`config.mk`:
```
export PLATFORM = sky130hd
export DESIGN_NAME = rst_supervisor
export DESIGN_NICKNAME = d
export VERILOG_FILES = /design/src/rtl/rst_sup_pkg.sv /design/src/rtl/rst_sup_bor_filter.sv /design/src/rtl/rst_sup_wdt.sv /design/src/rtl/rst_sup_seq.sv /design/src/rtl/rst_supervisor.sv
export SDC_FILE = /design/constraint.sdc
export NUM_CORES = 1
export LEC_CHECK = 0
export ABC_AREA = 1
export BUFFER_PORTS_ARGS = -buffer_cell sky130_fd_sc_hd__buf_2
export CELL_PAD_IN_SITES_DETAIL_PLACEMENT = 0
export CELL_PAD_IN_SITES_GLOBAL_PLACEMENT = 1
export CORE_ASPECT_RATIO = 0.9
export CORE_MARGIN = 1
export CORE_UTILIZATION = 42
export CTS_CLUSTER_DIAMETER = 30
export DETAILED_ROUTE_END_ITERATION = 7
export HOLD_SLACK_MARGIN = 0.03
export PLACE_DENSITY = 0.81
export SLEW_MARGIN = 20
export SYNTH_ARGS = -nofsm -noshare
export SYNTH_HDL_FRONTEND = slang
export SYNTH_HIERARCHICAL = 1
export SYNTH_SLANG_ARGS = --single-unit
```
`constraint.sdc`:
```
create_clock -name clk -period 3.35 [get_ports clk]
set_input_delay 0.1675 -clock clk [delete_from_list [all_inputs] [get_ports clk]]
set_output_delay 0.1675 -clock clk [all_outputs]
set_load 0.05 [all_outputs]
```
`src/rtl/rst_sup_pkg.sv`:
```
// Shared types and configuration bit positions for the reset supervisor.
// Assumes a 14-bit configuration word; bit positions are fixed by the core.
package rst_sup_pkg;

    localparam int CFG_W      = 14;
    localparam int CFG_WDT_EN = 2;   // active high
    localparam int CFG_PWRT_N = 3;   // active low
    localparam int CFG_BOR_EN = 6;   // active high

    typedef enum logic [1:0] {
        CAUSE_NONE = 2'b00,
        CAUSE_POR  = 2'b01,
        CAUSE_BOR  = 2'b10,
        CAUSE_WDT  = 2'b11
    } cause_e;

    typedef enum logic [1:0] {
        ST_HOLD = 2'b00,
        ST_PWRT = 2'b01,
        ST_OST  = 2'b10,
        ST_RUN  = 2'b11
    } seq_st_e;

endpackage

```
`src/rtl/rst_sup_bor_filter.sv`:
```
// Brown-out qualifier: counts slow ticks while the supply flag is high and
// trips once BOR_TICKS ticks have been seen and the flag is still high.
// Assumes slow_tick is a single-cycle pulse; count restarts on a good supply.
module rst_sup_bor_filter #(
    parameter int BOR_TICKS = 4
) (
    input  logic clk,
    input  logic rst_n,
    input  logic enable,
    input  logic supply_low,
    input  logic slow_tick,
    output logic bor_low,
    output logic bor_trip
);

    localparam int CW = (BOR_TICKS < 1) ? 1 : $clog2(BOR_TICKS + 1);
    localparam logic [CW-1:0] FULL = CW'(BOR_TICKS);

    logic [CW-1:0] dip_cnt;

    // Qualified low supply, seen only when detection is enabled.
    assign bor_low  = enable & supply_low;
    assign bor_trip = bor_low & (dip_cnt == FULL);

    // Count ticks of a continuous dip, saturating at the threshold.
    always_ff @(posedge clk) begin
        if (!rst_n) begin
            dip_cnt <= '0;
        end else if (!bor_low) begin
            dip_cnt <= '0;
        end else if (slow_tick && (dip_cnt != FULL)) begin
            dip_cnt <= dip_cnt + CW'(1);
        end
    end

endmodule

```
`src/rtl/rst_sup_wdt.sv`:
```
// Watchdog window counter in slow ticks. Zero while the core is held,
// disabled or cleared; pulses expire on the tick that ends the window.
// Assumes WDT_TICKS >= 2 and a single-cycle slow_tick.
module rst_sup_wdt #(
    parameter int WDT_TICKS = 18
) (
    input  logic clk,
    input  logic rst_n,
    input  logic enable,
    input  logic hold,
    input  logic clear,
    input  logic slow_tick,
    output logic expire
);

    localparam int CW = (WDT_TICKS < 2) ? 1 : $clog2(WDT_TICKS);
    localparam logic [CW-1:0] LAST = CW'(WDT_TICKS - 1);

    logic [CW-1:0] win_cnt;

    // Final tick of an uncleared window while the core runs.
    assign expire = enable & ~hold & ~clear & slow_tick & (win_cnt == LAST);

    // Advance the window on each tick, restart on any blocking condition.
    always_ff @(posedge clk) begin
        if (!rst_n) begin
            win_cnt <= '0;
        end else if (hold || !enable || clear) begin
            win_cnt <= '0;
        end else if (slow_tick) begin
            win_cnt <= win_cnt + CW'(1);
        end
    end

endmodule

```
`src/rtl/rst_sup_seq.sv`:
```
// Reset sequencer: hold, optional power-up delay (slow ticks), oscillator
// start-up count (clock cycles), run. Records the cause of each reset.
// Assumes the event inputs are already qualified; priority power > dip > watchdog.
module rst_sup_seq
    import rst_sup_pkg::*;
#(
    parameter int PWRT_TICKS = 72,
    parameter int OST_CYCLES = 1024
) (
    input  logic       clk,
    input  logic       rst_n,
    input  logic       pwr_good,
    input  logic       bor_low,
    input  logic       bor_trip,
    input  logic       wdt_expire,
    input  logic       pwrt_en,
    input  logic       slow_tick,
    output logic       core_hold,
    output logic [1:0] cause_q
);

    localparam int SPAN = (PWRT_TICKS > OST_CYCLES) ? PWRT_TICKS : OST_CYCLES;
    localparam int CW   = (SPAN < 2) ? 1 : $clog2(SPAN);
    localparam logic [CW-1:0] PWRT_LAST = CW'(PWRT_TICKS - 1);
    localparam logic [CW-1:0] OST_LAST  = CW'(OST_CYCLES - 1);

    seq_st_e       st;
    logic [CW-1:0] cnt;
    logic          after_bor;

    assign core_hold = (st != ST_RUN);

    // State, shared delay counter and cause register.
    always_ff @(posedge clk) begin
        if (!rst_n) begin
            st        <= ST_HOLD;
            cnt       <= '0;
            after_bor <= 1'b0;
            cause_q   <= CAUSE_POR;
        end else if (!pwr_good) begin
            st        <= ST_HOLD;
            cnt       <= '0;
            after_bor <= 1'b0;
            cause_q   <= CAUSE_POR;
        end else if (bor_trip) begin
            st        <= ST_HOLD;
            cnt       <= '0;
            after_bor <= 1'b1;
            cause_q   <= CAUSE_BOR;
        end else if (wdt_expire) begin
            st        <= ST_HOLD;
            cnt       <= '0;
            cause_q   <= CAUSE_WDT;
        end else begin
            case (st)
                ST_HOLD: begin
                    cnt <= '0;
                    if (!bor_low) begin
                        st <= (pwrt_en || after_bor) ? ST_PWRT : ST_OST;
                    end
                end
                ST_PWRT: begin
                    if (slow_tick) begin
                        if (cnt == PWRT_LAST) begin
                            st        <= ST_OST;
                            cnt       <= '0;
                            after_bor <= 1'b0;
                        end else begin
                            cnt <= cnt + CW'(1);
                        end
                    end
                end
                ST_OST: begin
                    if (cnt == OST_LAST) begin
                        st  <= ST_RUN;
                        cnt <= '0;
                    end else begin
                        cnt <= cnt + CW'(1);
                    end
                end
                default: begin
                    st <= ST_RUN;
                end
            endcase
        end
    end

endmodule

```
`src/rtl/rst_supervisor.sv`:
```
// Top of the reset supervisor: decodes the configuration word and joins
// the brown-out filter, the watchdog and the sequencer.
// Assumes all inputs are synchronous to clk.
module rst_supervisor
    import rst_sup_pkg::*;
#(
    parameter int PWRT_TICKS = 72,
    parameter int OST_CYCLES = 1024,
    parameter int BOR_TICKS  = 4,
    parameter int WDT_TICKS  = 18
) (
    input  logic             clk,
    input  logic             rst_n,
    input  logic [CFG_W-1:0] cfg_word,
    input  logic             pwr_good,
    input  logic             supply_low,
    input  logic             wdt_clear,
    input  logic             slow_tick,
    output logic             core_hold,
    output logic [1:0]       rst_cause
);

    logic pwrt_en, bor_en, wdt_en;
    logic bor_low, bor_trip, wdt_expire;
    logic cfg_spare_unused;

    // Decode the three feature bits; the rest belong to other blocks.
    assign pwrt_en          = ~cfg_word[CFG_PWRT_N];
    assign bor_en           = cfg_word[CFG_BOR_EN];
    assign wdt_en           = cfg_word[CFG_WDT_EN];
    assign cfg_spare_unused = ^{cfg_word[13:7], cfg_word[5:4], cfg_word[1:0]};

    rst_sup_bor_filter #(.BOR_TICKS(BOR_TICKS)) u_bor (
        .clk        (clk),
        .rst_n      (rst_n),
        .enable     (bor_en),
        .supply_low (supply_low),
        .slow_tick  (slow_tick),
        .bor_low    (bor_low),
        .bor_trip   (bor_trip)
    );

    rst_sup_wdt #(.WDT_TICKS(WDT_TICKS)) u_wdt (
        .clk       (clk),
        .rst_n     (rst_n),
        .enable    (wdt_en),
        .hold      (core_hold),
        .clear     (wdt_clear),
        .slow_tick (slow_tick),
        .expire    (wdt_expire)
    );

    rst_sup_seq #(.PWRT_TICKS(PWRT_TICKS), .OST_CYCLES(OST_CYCLES)) u_seq (
        .clk        (clk),
        .rst_n      (rst_n),
        .pwr_good   (pwr_good),
        .bor_low    (bor_low),
        .bor_trip   (bor_trip),
        .wdt_expire (wdt_expire),
        .pwrt_en    (pwrt_en),
        .slow_tick  (slow_tick),
        .core_hold  (core_hold),
        .cause_q    (rst_cause)
    );

endmodule

```
==> results of run 1 <==
per-stage QoR:
stage	setup WS [ps]	power, mW
after detailed placement	1440	0.375
after floorplan	1430	0.353
after global routing	1160	0.572
after CTS	1420	0.554
final	1420	0.541
after global placement	1470	0.373
per-layer routing:
layer	vias to the layer above	global-route usage, %	part of all wire, %
met3	2	4.47	2.8
met1	553	21.5	49
met2	18	31.1	47
met4	0	3.99	0.60
li1	681	-	-
met5	-	0	0
layout make-up:
class | instances | area, um^2
Sequential cell | 23 | 460
Tap cell | 42 | 52.6
Clock buffer | 4 | 45.0
Timing Repair Buffer | 11 | 55.1
Fill cell | 321 | 1570
Multi-Input combinational cell | 152 | 796
Inverter | 36 | 135
cell usage after synthesis, drive strengths merged:
| master | number |
|---|---|
| inv | 36 |
| o21bai | 3 |
| nor2 | 42 |
| a21oi | 9 |
| dfxtp | 23 |
| ha | 9 |
| xor2 | 4 |
| nand3b | 1 |
| nor3 | 5 |
| nand4 | 5 |
| o21ai | 5 |
| nand3 | 13 |
| nand2 | 55 |
| or2 | 1 |
sequential cells by signal, summed over array words and instances (netlist names):
name / flops
u_seq/after_bor: 1
u_wdt/win_cnt: 5
u_bor/dip_cnt: 3
u_seq/st: 2
u_seq/cause_q: 2
u_seq/cnt: 10
final timing paths:
kind / from / to / slack [ps]
max reg2reg: u_seq/st[0] / u_seq/cnt[0] / 1420
min: rst_n / u_bor/dip_cnt[2] / 190
max: u_seq/st[0] / u_seq/cnt[0] / 1420
min reg2reg: u_seq/cause_q[1] / u_seq/cause_q[1] / 470
where the power goes:
part | total, mW | internal (mW) | switching (mW)
sequential | 0.279 | 0.277 | 0.00273
combinational | 0.0902 | 0.0312 | 0.0590
clock | 0.171 | 0.0849 | 0.0866
total | 0.541 | 0.393 | 0.148
kinds of logic after synthesis:
group | after synthesis | synth area share, %
adder cells (fa/ha/maj) | 9 | 8.09
flip-flops | 23 | 33.1
AO/OA/AOI/OAI | 17 | 6.92
XOR/XNOR | 4 | 2.52
AND/OR/NAND/NOR | 122 | 39.7
buffers and inverters | 36 | 9.71
worst max-delay path, cell delays in order (launching register included):
cell and delay [ps]:
dfxtp_1 340, ha_1 250, inv_1 100, inv_1 60
nand3_1 90, nor3_1 80, nor2_1 120, inv_1 70
nor2_1 450, o21ai_0 180, a21oi_1 140
==> out/qor.txt, run 1 <==
# diodes: 0
status: completed
post-synth top area cell: dfxtp_1
placed insts: 264
pwr/cell area: 350 nW/um^2
clk root buf: clkbuf_8
Worst-Skew Late Latency: 260 ps
hold_buf cts: 0
Peak supply drop: 258 uV
DRC errors left: 0
Die X: 62.7 um
HPWL Detailed: 2.25 mm
fin area: 1540 um^2
Syn Area/Cell: 6.59 um^2
Final Setup Violations: 0
synth top area cells: dfxtp_1 33%, nand2_1 13%, nor2_1 10%
Via density: 4.68
GRT Util Overall: 17.7%
port bufs: 11
CTS buffer count: 3
Startpoint Class: register
leakage: 0.690 nW
most frequent cells in the layout: 48 x nand2_1, 38 x nor2_1, 33 x inv_1, 23 x dfxtp_1
f_max: 518 MHz
pin count of the biggest net entering global routing: 13
DRT iter0 DRCs: 50
slew at the pin closest to its max-slew limit: 580 ps
Worst setup EP type: register
Req. time, crit path: 3550 ps
clock skew: 3.28 ps
final hold vios: 0
Post-CTS Resized: 0
area grow syn2layout: 11.0%
I/O pins: 23
clock tree buffer depth: 2
Worst Path Max Fanout: 6
Synthesized Nets: 240
synthesis warning total: 6
post-layout util: 49.6%
commonest non-fill, non-tap cell in the layout: nand2_1
kind of critical path: reg -> reg
DR pass1 iterations: 4
minimum clock period: 1930 ps
core area: 3110 um^2
vias after detailed routing: 1,254
min-delay worst type: in -> reg
GR Overflow Total: 0
area post-placement: 1500 um^2
Final Net Count: 256
fin cells: 268
RSZ-0062 raised after global routing: false
register area share after synthesis: 33.1%
total clock sinks: 23
die area: 3550 um^2
number of max-cap violations: 0
WL/cell: 10.5 um
hold_ws: 185 ps
H-tree Lvls: 1
Routed WL: 2.82 mm
first-pass GRT wire length: 4.91 mm
CP Data Arrival Time: 2130 ps
synth unique cells: 21
CTS tree: yes
Rows: 19
layout cell share with drive strength beyond 1: 13.7%
initial antenna violation count: 0
GPL Wtd Cong: 0.783
Fin Setup TNS: 0 ps
die height: 56.6 um
cell count after synthesis: 211
Synth Cell Area: 1390 um^2
post-route ant nets: 0
Worst R2R Path Depth: 10
Final Cycle Share: 57.6%
hold path depth: 3
setup bufs post-CTS: 0
headroom to the max-slew limit: 61.2%
Final Max Slew Viols: 0
Clock Pin Slew Worst Setup and Hold Paths: 80 ps
top cell type's share of synthesized area: 33.1%
starting density of the core: 44.7%
Seq cells post-synth: 23
vias in the first global route: 1,169
Power figures use the tool's default switching activity.
==> run 2, diff against run 1 <==
--- a/config.mk
+++ b/config.mk
@@ -11,11 +11,11 @@
 export CELL_PAD_IN_SITES_GLOBAL_PLACEMENT = 1
 export CORE_ASPECT_RATIO = 0.9
 export CORE_MARGIN = 1
-export CORE_UTILIZATION = 42
+export CORE_UTILIZATION = 35
 export CTS_CLUSTER_DIAMETER = 30
 export DETAILED_ROUTE_END_ITERATION = 7
 export HOLD_SLACK_MARGIN = 0.03
-export PLACE_DENSITY = 0.81
+export PLACE_DENSITY = 0.72
 export SLEW_MARGIN = 20
 export SYNTH_ARGS = -nofsm -noshare
 export SYNTH_HDL_FRONTEND = slang
==> constraint.sdc (replaced) <==
create_clock -name clk -period 1.7 [get_ports clk]
set_input_delay 0.085 -clock clk [delete_from_list [all_inputs] [get_ports clk]]
set_output_delay 0.085 -clock clk [all_outputs]
set_load 0.05 [all_outputs]
==> run 2 against run 1 <==
  * Register-to-register slack worse by 1300 ps
  * Largest power group unchanged
  * Clock skew down 1.1 ps
  * Utilization down 6.0 points
  * Critical path type unchanged
==> out/qor.txt, run 2 (synthesized netlist as in run 1, its figures left out) <==
Final Max Slew Viols: 0 (unchanged)
GRT Util Overall: 14.3% (was 17.7%)
Final Cycle Share: 92.3% (was 57.6%)
met2 WL: 1.15 mm (was 1.33 mm)
die height: 61.8 um (was 56.6 um)
Die X: 68.5 um (was 62.7 um)
pin count of the biggest net entering global routing: 13 (unchanged)
most frequent cells in the layout: 48 x nand2_1, 37 x nor2_1, 32 x inv_1, 21 x dfxtp_1, 11 x buf_2 (was 48 x nand2_1, 38 x nor2_1, 33 x inv_1, 23 x dfxtp_1)
die area: 4230 um^2 (was 3550 um^2)
final hold vios: 0 (unchanged)
most flop-heavy register: u_seq/cnt (unchanged)
max reg flops: 10 (unchanged)
CTS tree: yes (unchanged)
HPWL Detailed: 2.21 mm (was 2.25 mm)
Highest Signal Layer: met4 (unchanged)
DR pass1 iterations: 4 (unchanged)
DRT iter0 DRCs: 80 (was 50)
H-tree Lvls: 1 (unchanged)
fillers: 425 (was 321)
Final Setup Violations: 0 (unchanged)
number of max-cap violations: 0 (unchanged)
Final Net Count: 262 (was 256)
clock tree buffer depth: 2 (unchanged)
post-layout util: 43.6% (was 49.6%)
pwr/cell area: 659 nW/um^2 (was 350 nW/um^2)
minimum clock period: 1570 ps (was 1930 ps)
Worst Path Max Fanout: 6 (unchanged)
status: completed (unchanged)
# diodes: 0 (unchanged)
I/O pins: 23 (unchanged)
Rows: 21 (was 19)
vias in the first global route: 1,034 (was 1,169)
total clock sinks: 23 (unchanged)
Clock Pin Slew Worst Setup and Hold Paths: 80 ps (about the same)
DRC errors left: 0 (unchanged)
WL/cell: 9.93 um (was 10.5 um)
Peak supply drop: 491 uV (was 258 uV)
f_max: 638 MHz (was 518 MHz)
Routed WL: 2.76 mm (was 2.82 mm)
Fin Setup TNS: 0 ps (unchanged)
clock skew: 2.14 ps (was 3.28 ps)
initial antenna violation count: 0 (unchanged)
fin cells: 278 (was 268)
Startpoint Class: register (unchanged)
headroom to the max-slew limit: 81.6% (was 61.2%)
port bufs: 11 (unchanged)
commonest non-fill, non-tap cell in the layout: nand2_1 (unchanged)
CTS buffer count: 3 (unchanged)
core area: 3760 um^2 (was 3110 um^2)
Via density: 4.54 (was 4.68)
starting density of the core: 37.0% (was 44.7%)
first-pass GRT wire length: 4.42 mm (was 4.91 mm)
GPL Wtd Cong: 0.756 (was 0.783)
clk root buf: clkbuf_8 (unchanged)
met3 routed WL: 87 um (was 80 um)
post-route ant nets: 0 (unchanged)
area grow syn2layout: 17.6% (was 11.0%)
vias after detailed routing: 1,263 (was 1,254)
placed insts: 272 (was 264)
kind of critical path: reg -> reg (unchanged)
layout cell share with drive strength beyond 1: 19.0% (was 13.7%)
met1 WL: 1.51 mm (was 1.39 mm)
Worst-Skew Late Latency: 260 ps (about the same)
min-delay worst type: in -> reg (unchanged)
CP Data Arrival Time: 1730 ps (was 2130 ps)
RSZ-0062 raised after global routing: false (unchanged)
Worst setup EP type: register (unchanged)
slew at the pin closest to its max-slew limit: 276 ps (was 580 ps)
biggest regs: u_seq/cnt: 10 flops, u_wdt/win_cnt: 5 flops, u_bor/dip_cnt: 3 flops (unchanged)
GR Overflow Total: 0 (unchanged)
Req. time, crit path: 1860 ps (was 3550 ps)
leakage: 0.729 nW (was 0.690 nW)
## run 2: changes by cell type in the layout (fill, tap and decap cells not counted), sizes merged
cell      previous run  this run
clkinvlp             0         1
buf                 11        17
inv                 36        35
## run 2: through the flow
stage          instance area, um^2  setup WS (ps)  hold WS [ps]  total power [mW]
6_report                      1640            132           104              1.08
3_3_place_gp                  1550           53.1           385             0.751
4_1_cts                       1590           6.54           101              1.10
2_1_floorplan                 1410           24.7           223             0.698
3_5_place_dp                  1550           24.4           391             0.748
5_1_grt                       1640           3.83          98.3              1.15
## run 2: final cells by class
type / count / area [um^2] / share of cell area [%]
Clock buffer: 4 / 45.0 / 2.75
Inverter: 36 / 139 / 8.49
Multi-Input combinational cell: 152 / 827 / 50.5
Sequential cell: 23 / 468 / 28.6
Tap cell: 46 / 57.6 / 3.52
Timing Repair Buffer: 17 / 100 / 6.12
## run 2: where the power goes
group / leakage (nW) / internal (mW) / switching [mW] / total (mW)
clock network: 0.0228 / 0.167 / 0.171 / 0.338
logic: 0.519 / 0.0701 / 0.115 / 0.185
registers: 0.187 / 0.546 / 0.00803 / 0.554
total: 0.729 / 0.784 / 0.294 / 1.08
## run 2: final timing paths
check,startpoint,slack [ps],to,cells after the start
hold / removal,rst_n,100,u_bor/dip_cnt[2],3
setup reg to reg,u_seq/st[0],130,u_seq/cnt[4],11
setup / recovery,u_seq/st[0],130,u_seq/cnt[4],11
hold reg to reg,u_seq/cause_q[1],470,u_seq/cause_q[1],2
## run 2: critical path, cell delays in order (launching register included)
cell	delay (ps)
dfxtp_4	370
ha_4	140
clkinvlp_4	80
inv_1	70
nand3_2	90
nor3_4	210
nor2_1	80
inv_1	80
nor2_2	40
buf_4	160
nand2_4	90
nor2_1	50
## run 2: timing repair
action,4_1_cts,5_1_grt
buffers inserted,0,2
resized for setup,0,7
setup endpoints to repair,0,12
hold buffers,0,0
endpoints found under the hold margin,0,0
## run 2: routing by layer
metal  vias to the layer above  track usage [%]
met5                         -                0
met1                       557             20.4
met2                        11             21.3
li1                        693                -
met3                         2             4.38
met4                         0             2.68
